<file path="src/rtl/odt_pkg.sv">
package odt_pkg;
  typedef enum logic [1:0] {
    TERM_OFF  = 2'd0,
    TERM_PARK = 2'd1,
    TERM_NOM  = 2'd2,
    TERM_WR   = 2'd3
  } term_e;
  localparam int unsigned NUM_TERM = 4;
endpackage

</file>
<file path="src/rtl/odt_win.sv">
module odt_win #(
  parameter int unsigned DLY_W = 6,
  parameter int unsigned LEN_W = 5
) (
  input  logic             clk_i,
  input  logic             rst_ni,
  input  logic             start_i,
  input  logic [DLY_W-1:0] dly_i,
  input  logic [LEN_W-1:0] len_i,
  output logic             act_o
);
  logic [DLY_W-1:0] dly_q;
  logic [LEN_W-1:0] len_q;

  // a new start always overrides a pending or running window
  always_ff @(posedge clk_i or negedge rst_ni) begin
    if (!rst_ni) begin
      dly_q <= '0;
      len_q <= '0;
    end else if (start_i) begin
      dly_q <= dly_i;
      len_q <= len_i;
    end else if (dly_q != '0) begin
      dly_q <= dly_q - 1'b1;
    end else if (len_q != '0) begin
      len_q <= len_q - 1'b1;
    end
  end

  assign act_o = (dly_q == '0) && (len_q != '0);

  // an open window shrinks by exactly one cycle per clock
  a_r6_len_step: assert property (@(posedge clk_i) disable iff (!rst_ni)
    act_o && !start_i |=> len_q == $past(len_q) - 1'b1);
  // an idle window stays idle unless restarted
  a_r9_idle_hold: assert property (@(posedge clk_i) disable iff (!rst_ni)
    !start_i && len_q == '0 |=> !act_o);
endmodule

</file>
<file path="src/rtl/odt_sel.sv">
module odt_sel
  import odt_pkg::*;
(
  input  logic  park_en_i,
  input  logic  nom_en_i,
  input  logic  wr_en_i,
  input  logic  odt_pin_i,
  input  logic  rd_act_i,
  input  logic  wr_act_i,
  output term_e term_o
);
  term_e stby;

  always_comb begin
    if (odt_pin_i) stby = nom_en_i  ? TERM_NOM  : TERM_OFF;
    else           stby = park_en_i ? TERM_PARK : TERM_OFF;
  end

  // read-off beats write, write beats standby
  always_comb begin
    if (rd_act_i)                 term_o = TERM_OFF;
    else if (wr_act_i && wr_en_i) term_o = TERM_WR;
    else                          term_o = stby;
  end
endmodule

</file>
<file path="src/rtl/odt_seq.sv">
module odt_seq
  import odt_pkg::*;
#(
  parameter int unsigned LAT_W  = 6,
  parameter int unsigned BL_W   = 5,
  parameter int unsigned WR_ADD = 2
) (
  input  logic             clk_i,
  input  logic             rst_ni,
  input  logic             park_en_i,
  input  logic             nom_en_i,
  input  logic             wr_en_i,
  input  logic             odt_pin_i,
  input  logic             rd_cmd_i,
  input  logic             wr_cmd_i,
  input  logic [LAT_W-1:0] rl_i,
  input  logic [LAT_W-1:0] wl_i,
  input  logic [BL_W-1:0]  bl_i,
  input  logic             pre2_i,
  input  logic             crc_en_i,
  output logic [1:0]       term_o,
  output logic [NUM_TERM-1:0] term_oh_o,
  output logic             rx_pd_o
);
  logic [LAT_W-1:0] pre_off, rd_dly, wr_dly;
  logic [BL_W-1:0]  half_bl, rd_len, wr_len;
  logic             rd_act, wr_act;
  term_e            term;

  assign pre_off = pre2_i ? LAT_W'(3) : LAT_W'(2);
  assign half_bl = bl_i >> 1;
  assign rd_dly  = (rl_i > pre_off) ? rl_i - pre_off : '0;
  assign wr_dly  = (wl_i > pre_off) ? wl_i - pre_off : '0;
  assign rd_len  = half_bl + BL_W'(2) + BL_W'(pre2_i) + BL_W'(crc_en_i);
  assign wr_len  = half_bl + BL_W'(WR_ADD);

  odt_win #(.DLY_W(LAT_W), .LEN_W(BL_W)) u_rd_win (
    .clk_i, .rst_ni, .start_i(rd_cmd_i), .dly_i(rd_dly), .len_i(rd_len), .act_o(rd_act)
  );

  odt_win #(.DLY_W(LAT_W), .LEN_W(BL_W)) u_wr_win (
    .clk_i, .rst_ni, .start_i(wr_cmd_i), .dly_i(wr_dly), .len_i(wr_len), .act_o(wr_act)
  );

  odt_sel u_sel (
    .park_en_i, .nom_en_i, .wr_en_i, .odt_pin_i,
    .rd_act_i(rd_act), .wr_act_i(wr_act), .term_o(term)
  );

  assign term_o = term;

  for (genvar g = 0; g < NUM_TERM; g++) begin : g_oh
    assign term_oh_o[g] = (term == term_e'(g));
  end

  assign rx_pd_o = !nom_en_i;

  // nothing enabled means always off
  a_r1_all_off: assert property (@(posedge clk_i) disable iff (!rst_ni)
    !park_en_i && !nom_en_i && !wr_en_i |-> term_o == TERM_OFF);
  // park only with pin low and park enabled
  a_r2_park_src: assert property (@(posedge clk_i) disable iff (!rst_ni)
    term_o == TERM_PARK |-> !odt_pin_i && park_en_i && !rd_act);
  // nominal only with pin high and nominal enabled
  a_r3_nom_src: assert property (@(posedge clk_i) disable iff (!rst_ni)
    term_o == TERM_NOM |-> odt_pin_i && nom_en_i && !rd_act);
  // read window forces off
  a_r7_rd_off: assert property (@(posedge clk_i) disable iff (!rst_ni)
    rd_act |-> term_oh_o == 4'b0001);
  // one-hot output
  a_r11_onehot: assert property (@(posedge clk_i) disable iff (!rst_ni)
    $countones(term_oh_o) == 1);
endmodule

</file>
<file path="config.mk">
export PLATFORM = sky130hd
export DESIGN_NAME = odt_seq
export DESIGN_NICKNAME = d
export VERILOG_FILES = /design/src/rtl/odt_pkg.sv /design/src/rtl/odt_win.sv /design/src/rtl/odt_sel.sv /design/src/rtl/odt_seq.sv
export SDC_FILE = /design/constraint.sdc
export NUM_CORES = 1
export LEC_CHECK = 0
export BUFFER_PORTS_ARGS = -buffer_cell sky130_fd_sc_hd__buf_2
export CAP_MARGIN = 20
export CORE_MARGIN = 10
export CORE_UTILIZATION = 40
export CTS_BUF_LIST = sky130_fd_sc_hd__clkbuf_16
export DETAILED_ROUTE_END_ITERATION = 6
export MAX_ROUTING_LAYER = met4
export SLEW_MARGIN = 30
export SYNTH_ARGS = -nofsm -noshare
export SYNTH_HDL_FRONTEND = slang
export SYNTH_SLANG_ARGS = --single-unit
</file>
<file path="constraint.sdc">
create_clock -name clk_i -period 4.8 [get_ports clk_i]
set_input_delay 0.24 -clock clk_i [delete_from_list [all_inputs] [get_ports clk_i]]
set_output_delay 0.24 -clock clk_i [all_outputs]
set_load 0.03 [all_outputs]
</file>
==> results.tsv, run 1 <==
stage	metric	value	unit
clocking	clock_latency	250	ps
synthesis	synth.largest_area_cell	dfrtp_1	
route	m1WireLength	1767	um
floorplanning	start_util	42.31	%
cells_and_area	fin_cells	278	
cells_and_area	area_growth	18.16	%
synthesis	synth.area.top_cells	dfrtp_1 (32%), ha_1 (8.0%), xnor2_1 (6.6%), inv_1 (4.8%), nor2_1 (3.9%)	
setup_path	endpoint_kind	output port	
floorplanning	fp.dieArea	0.007353	sq mm
global_routing	antenna_found_initial	0	
route	drt_iter0_drc	43	
clocking	cts_max_level	1	
power_and_ir_drop	switchingPower	0.0002312	W
power_and_ir_drop	pwr-share-seq	36.2	%
clocking	cts_tree	yes	
power_and_ir_drop	switching_share	31.66	%
route	drc	0	
clocking	cts-root-buf	clkbuf_16	
timing	rsz0062_at_grt	false	
floorplanning	core	0.004086	sq mm
cells_and_area	final_cell_mix	buf_2 (32), inv_1 (22), dfrtp_1 (22), nor2_1 (18), xnor2_1 (13)	
synthesis	yosysSeqAreaShare	31.84	%
route	routed.top_layer	met4	
timing	finalSetupTns	0	ps
status	status	completed	
setup_path	required	4560	ps
timing	worstMarginPinSlew	818.2	ps
timing	clock_skew	6.193	ps
floorplanning	rows	23	
placed_design	dp_hpwl	2968	um
power_and_ir_drop	clockPowerShare	31.8	%
setup_path	cpPeakStageDelay	530	ps
power_and_ir_drop	p_leak	0.9257	nW
cells_and_area	layout-drive-gt1-share	20.18	%
synthesis	synth_area	0.001729	sq mm
cells_and_area	final_nets	268	
worst_hold_path	hp-class	primary input to flip-flop	
timing	fin_crit_sh	55.76	%
route	finalWirelength	3765	um
power_and_ir_drop	vdd_drop_max	0.0002217	V
placed_design	gp_congestion	0.7979	
global_routing	grt.overflow.total	0	
synthesis	synth-seq-cells	22	
synthesis	synth_area_per_cell	8.777	sq um
global_routing	grt_use_total	10.90	%
timing	fin_crit	2676	ps
clocking	clock_path_buffers	2	
synthesis	yosys_warnings	0	
floorplanning	die_x	85.75	um
timing	max_freq	0.3736	GHz
setup_path	path_buf_inv	2	
floorplanning	io-pin-count	34	
synthesis	ys.flop_type	dfrtp_1	
flow_run	cap_violations	0	
clocking	clock-sinks	22	
global_routing	grt_pass1_vias	1525	
setup_path	worstPathCellList	inv_1 > ha_1 > or4b_4 > a311oi_4 > nand2_1 > a31o_2 > buf_2	
synthesis	syn_nets	236	
route	wl_per_cell	13.54	um
power_and_ir_drop	p_per_area	357.4	mW/mm^2
setup_path	cp_top_family	simple AND/OR/NAND/NOR gates	
route	wl_met3	88	um
setup_path	critPathKind	flip-flop to output port	
setup_path	critical_path.max_fanout	6	
route	vias	1443	
timing	hold_violations	0	
global_routing	grt_max_degree	23	
route	drt_pass1_iterations	4	
setup_path	worst_path_max_delay_cell	or4b_4	
route	route.antenna.remaining_nets	0	
setup_path	cp-start-kind	flip-flop	
clocking	cts_resized	0	
placed_design	io_buffers	32	
timing	slew_headroom	44.68	%
synthesis	synth_edf_count	0	
synthesis	yosys.area.top_type_share	31.84	%
synthesis	synthArstFlopShare	100.0	%
cells_and_area	diodes	0	
placed_design	placed_cells	273	
timing	setup_violations	0	
clocking	cts_buffers	3	
setup_path	arrival	2440	ps
power_and_ir_drop	comb_power_share	32.0	%
clocking	clk_pin_slew	60	ps
synthesis	synthCells	197	
route	viasPerCell	5.191	
global_routing	grt_pass1_wl	6706	um
route	met2_length	1898	um
synthesis	synth_cell_types	47	
floorplanning	dieHeight	85.75	um
timing	drv_slew	0	
cells_and_area	final_common_cell	buf_2	
power_and_ir_drop	cellInternalPower	0.0004991	W
cells in the mapped netlist, types with 2 or more instances:
master     count
a211oi_1       3
a2bb2oi_1      2
nor3_1         5
or3_1          6
nand2b_1       7
a21boi_0       2
or2_2          3
o31a_1         2
xnor2_1       13
ha_1          11
o21ai_0        8
nor2_1        18
xor2_1         6
inv_1         22
nor2b_1        7
o31ai_1        2
a21o_1         2
o22ai_1        4
dfrtp_1       22
a21oi_1       12
o22a_1         2
nand3_1        2
clkbuf_1       4
mux2i_1        3
nand2_1        7
worst paths after layout:
path / from / end / slack [ps] / cells after the start
min in group asynchronous: rst_ni / u_rd_win.dly_q[3] / 490 / 2
max: u_wr_win.dly_q[0] / term_oh_o[0] / 2120 / 7
max reg2reg: u_rd_win.dly_q[0] / u_rd_win.len_q[1] / 2590 / 6
max in group asynchronous: rst_ni / u_wr_win.dly_q[1] / 3950 / 2
min reg2reg: u_wr_win.dly_q[1] / u_wr_win.dly_q[1] / 550 / 2
min: bl_i[1] / u_wr_win.len_q[0] / 250 / 3
power groups by stage:
stage	Sequential (W)	Combinational [W]	Clock (W)
after global placement	0.000265	0.000231	0
after global routing	0.000269	0.000270	0.000244
final	0.000264	0.000234	0.000232
after floorplan	0.000252	0.000188	0
after detailed placement	0.000266	0.000233	0
after CTS	0.000264	0.000237	0.000238
registers in the layout, indices dropped and copies added, names as in the netlist:
| name | flops |
|---|---|
| u_wr_win.dly_q | 6 |
| u_rd_win.len_q | 5 |
| u_wr_win.len_q | 5 |
| u_rd_win.dly_q | 6 |
routing by layer:
layer,vias up,track usage [%]
li1,754,-
met2,17,19.14
met4,0,1.347
met1,670,12.69
met3,2,2.365
met5,-,-
logic make-up after synthesis:
group	count (synthesis)	share of synthesized area, %
flip-flops	22	31.84
adder cells (fa/ha/maj)	12	9.117
buffers and inverters	28	6.150
multiplexers	3	1.737
AO/OA/AOI/OAI	50	20.84
AND/OR/NAND/NOR	63	20.70
XOR/XNOR	19	9.624
layout make-up:
| cell class | instances | area [sq um] |
|---|---|---|
| multi-input cells | 147 | 1072 |
| repair buffers | 33 | 170.2 |
| fillers | 406 | 2043 |
| clock buffers | 3 | 75.07 |
| inverters | 22 | 82.58 |
| well taps | 50 | 62.56 |
| clock inverters | 1 | 30.03 |
| flip-flops and latches | 22 | 550.5 |
through the flow:
step	area [sq um]	setup WS (ps)	utilization [%]	power [W]	hold slack (ps)
after floorplan	1729	2406	-	0.0004405	-55.59
after global placement	1928	2403	47.18	0.0004962	241.8
after detailed placement	1928	2411	47.18	0.0004992	234.0
after CTS	2043	2113	50.00	0.0007379	259.2
after global routing	2043	1988	50.00	0.0007835	270.5
final	2043	2124	50.00	0.0007303	254.4
worst reg2reg max path: cells and delay by family (launching register included):
kind / cells / cell delay, ps
AO/OA/AOI/OAI: 1 / 270
adder cells (fa/ha/maj): 1 / 230
buffers and inverters: 1 / 90
flip-flops: 1 / 370
AND/OR/NAND/NOR: 3 / 1140
timing repair:
action,4_1_cts,5_1_grt
hold endpoints to repair,22,0
hold buffers,1,0
setup buffers,0,0
No activity file was read; power rests on OpenSTA's default activity.
==> run 2, diff against run 1 <==
==> constraint.sdc (replaced) <==
create_clock -name clk_i -period 2.7 [get_ports clk_i]
set_input_delay 0.135 -clock clk_i [delete_from_list [all_inputs] [get_ports clk_i]]
set_output_delay 0.135 -clock clk_i [all_outputs]
set_load 0.03 [all_outputs]
==> results.tsv, run 2 (synthesis gave the netlist of run 1 again) <==
stage	metric	value	unit	change
route	route.antenna.remaining_nets	0		unchanged
floorplanning	die_x	85.75	um	unchanged
floorplanning	core	0.004086	sq mm	unchanged
floorplanning	start_util	42.31	%	unchanged
flow_run	cap_violations	0		unchanged
setup_path	required	2570	ps	-1990 ps
placed_design	dpl_worst_slack	420.3	ps	-1991 ps
timing	drv_slew	0		unchanged
floorplanning	rows	23		unchanged
setup_path	worstPathCellList	inv_1 > ha_1 > or4b_4 > a311oi_4 > nand2_1 > a31o_2 > buf_2		
clocking	clock_path_buffers	2		unchanged
setup_path	regToRegSetupSlack	520	ps	-2070 ps
clocking	post-cts-setup-buffers	0		unchanged
worst_hold_path	hp-class	primary input to flip-flop		
setup_path	path_buf_inv	2		unchanged
timing	finalSetupTns	0	ps	unchanged
clocking	cts-root-buf	clkbuf_16		
floorplanning	fp.dieArea	0.007353	sq mm	unchanged
clocking	clock-sinks	22		unchanged
placed_design	gp_congestion	0.7663		-4.0%
global_routing	grt_max_degree	23		unchanged
power_and_ir_drop	vdd_drop_max	0.0003177	V	+43%
timing	fin_crit	2562	ps	
setup_path	arrival	2430	ps	about the same
power_and_ir_drop	p_leak	0.9311	nW	+0.58%
timing	final.setup.worst_slack	137.8	ps	-1986 ps
placed_design	dp_hpwl	2940	um	-0.92%
timing	clock_skew	5.838	ps	-0.3553 ps
timing	slew_headroom	50.84	%	+6.2 points
timing	hold_violations	0		unchanged
route	vias	1429		-0.97%
power_and_ir_drop	power	0.001291	W	+77%
setup_path	cp_top_family	simple AND/OR/NAND/NOR gates		
global_routing	grt_pass1_wl	6244	um	-6.9%
clocking	cts_max_level	1		unchanged
status	status	completed		
placed_design	io_buffers	32		unchanged
floorplanning	dieHeight	85.75	um	unchanged
global_routing	grt_use_total	10.35	%	-0.55 points
timing	fin_crit_sh	94.90	%	
floorplanning	io-pin-count	34		unchanged
cells_and_area	layout-drive-gt1-share	20.52	%	+0.35 points
power_and_ir_drop	p_per_area	629.3	mW/mm^2	+76%
timing	worstMarginPinSlew	731.1	ps	-87.11 ps
global_routing	grt_pass1_vias	1402		-8.1%
cells_and_area	final_nets	269		+0.37%
clocking	clk_pin_slew	60	ps	about the same
route	drt_iter0_drc	69		+60%
timing	max_freq	0.3903	GHz	
cells_and_area	area_growth	18.60	%	
cells_and_area	final_cell_mix	buf_2 (32), inv_1 (22), dfrtp_1 (22), nor2_1 (18), xnor2_1 (13)		
clocking	cts_tree	yes		
route	finalWirelength	3604	um	-4.3%
route	drc	0		unchanged
setup_path	endpoint_kind	output port		
timing	rsz0062_at_grt	false		
setup_path	cp-start-kind	flip-flop		
setup_path	critPathKind	flip-flop to output port		
setup_path	cpPeakStageDelay	530	ps	about the same
setup_path	critical_path.max_fanout	6		unchanged
timing	setup_violations	0		unchanged
route	drt_pass1_iterations	4		unchanged
route	wl_per_cell	12.92	um	-4.6%
route	viasPerCell	5.122		-1.3%
cells_and_area	largestRegisters	u_rd_win.dly_q x6, u_wr_win.dly_q x6		
setup_path	worst_path_max_delay_cell	or4b_4		
cells_and_area	final_common_cell	buf_2		
cells_and_area	diodes	0		unchanged
clocking	cts_buffers	3		unchanged
global_routing	grt.overflow.total	0		unchanged
global_routing	antenna_found_initial	0		unchanged
clocking	clock_latency	250	ps	about the same
==> run 2: timing repair <==
| item | in CTS | in global routing |
|---|---|---|
| endpoints found under the hold margin | 22 | 0 |
| resized for setup | 0 | 0 |
| hold buffers | 1 | 0 |
==> run 2: power breakdown <==
part | switching [W] | internal (W)
Sequential | 0.0000675 | 0.000398
Clock | 0.000117 | 0.000294
Combinational | 0.000218 | 0.000196
==> run 2: metal layers <==
metal	track usage, %	share of wire [%]	vias up
met1	12.12	48	655
li1	-	-	754
met5	-	0	-
met4	1.796	0.53	0
met3	2.649	2.8	2
met2	17.57	49	18
==> run 2: layout make-up <==
| class | count | area [sq um] |
|---|---|---|
| Clock inverter | 1 | 30.03 |
| Fill cell | 396 | 2036 |
| Tap cell | 50 | 62.56 |
| Timing Repair Buffer | 34 | 177.7 |
| Clock buffer | 3 | 75.07 |
| Inverter | 22 | 82.58 |
| Multi-Input combinational cell | 147 | 1072 |
| Sequential cell | 22 | 550.5 |
==> run 2: worst paths after layout <==
| path | startpoint | to | depth (start not counted) |
|---|---|---|---|
| max | u_wr_win.dly_q[0] | term_oh_o[0] | 7 |
| min | bl_i[1] | u_wr_win.len_q[0] | 3 |
| max reg2reg | u_rd_win.dly_q[0] | u_rd_win.len_q[1] | 6 |
| min reg2reg | u_wr_win.dly_q[1] | u_wr_win.dly_q[1] | 2 |
| max in group asynchronous | rst_ni | u_wr_win.len_q[0] | 2 |
| min in group asynchronous | rst_ni | u_rd_win.dly_q[3] | 2 |
==> run 2: tightest hold or removal path, stage by stage <==
cell	delay, ps
buf_2	90
nand2_1	40
o21ai_1	80
==> run 2: per-stage QoR <==
step	cells	cell area [sq um]	utilization, %	hold slack [ps]
floorplan	197	1729	-	-160.6
global placement	274	1936	47.37	136.3
detailed placement	274	1936	47.37	136.5
CTS	279	2051	50.18	147.6
global route	279	2051	50.18	171.8
finish	279	2051	50.18	143.1
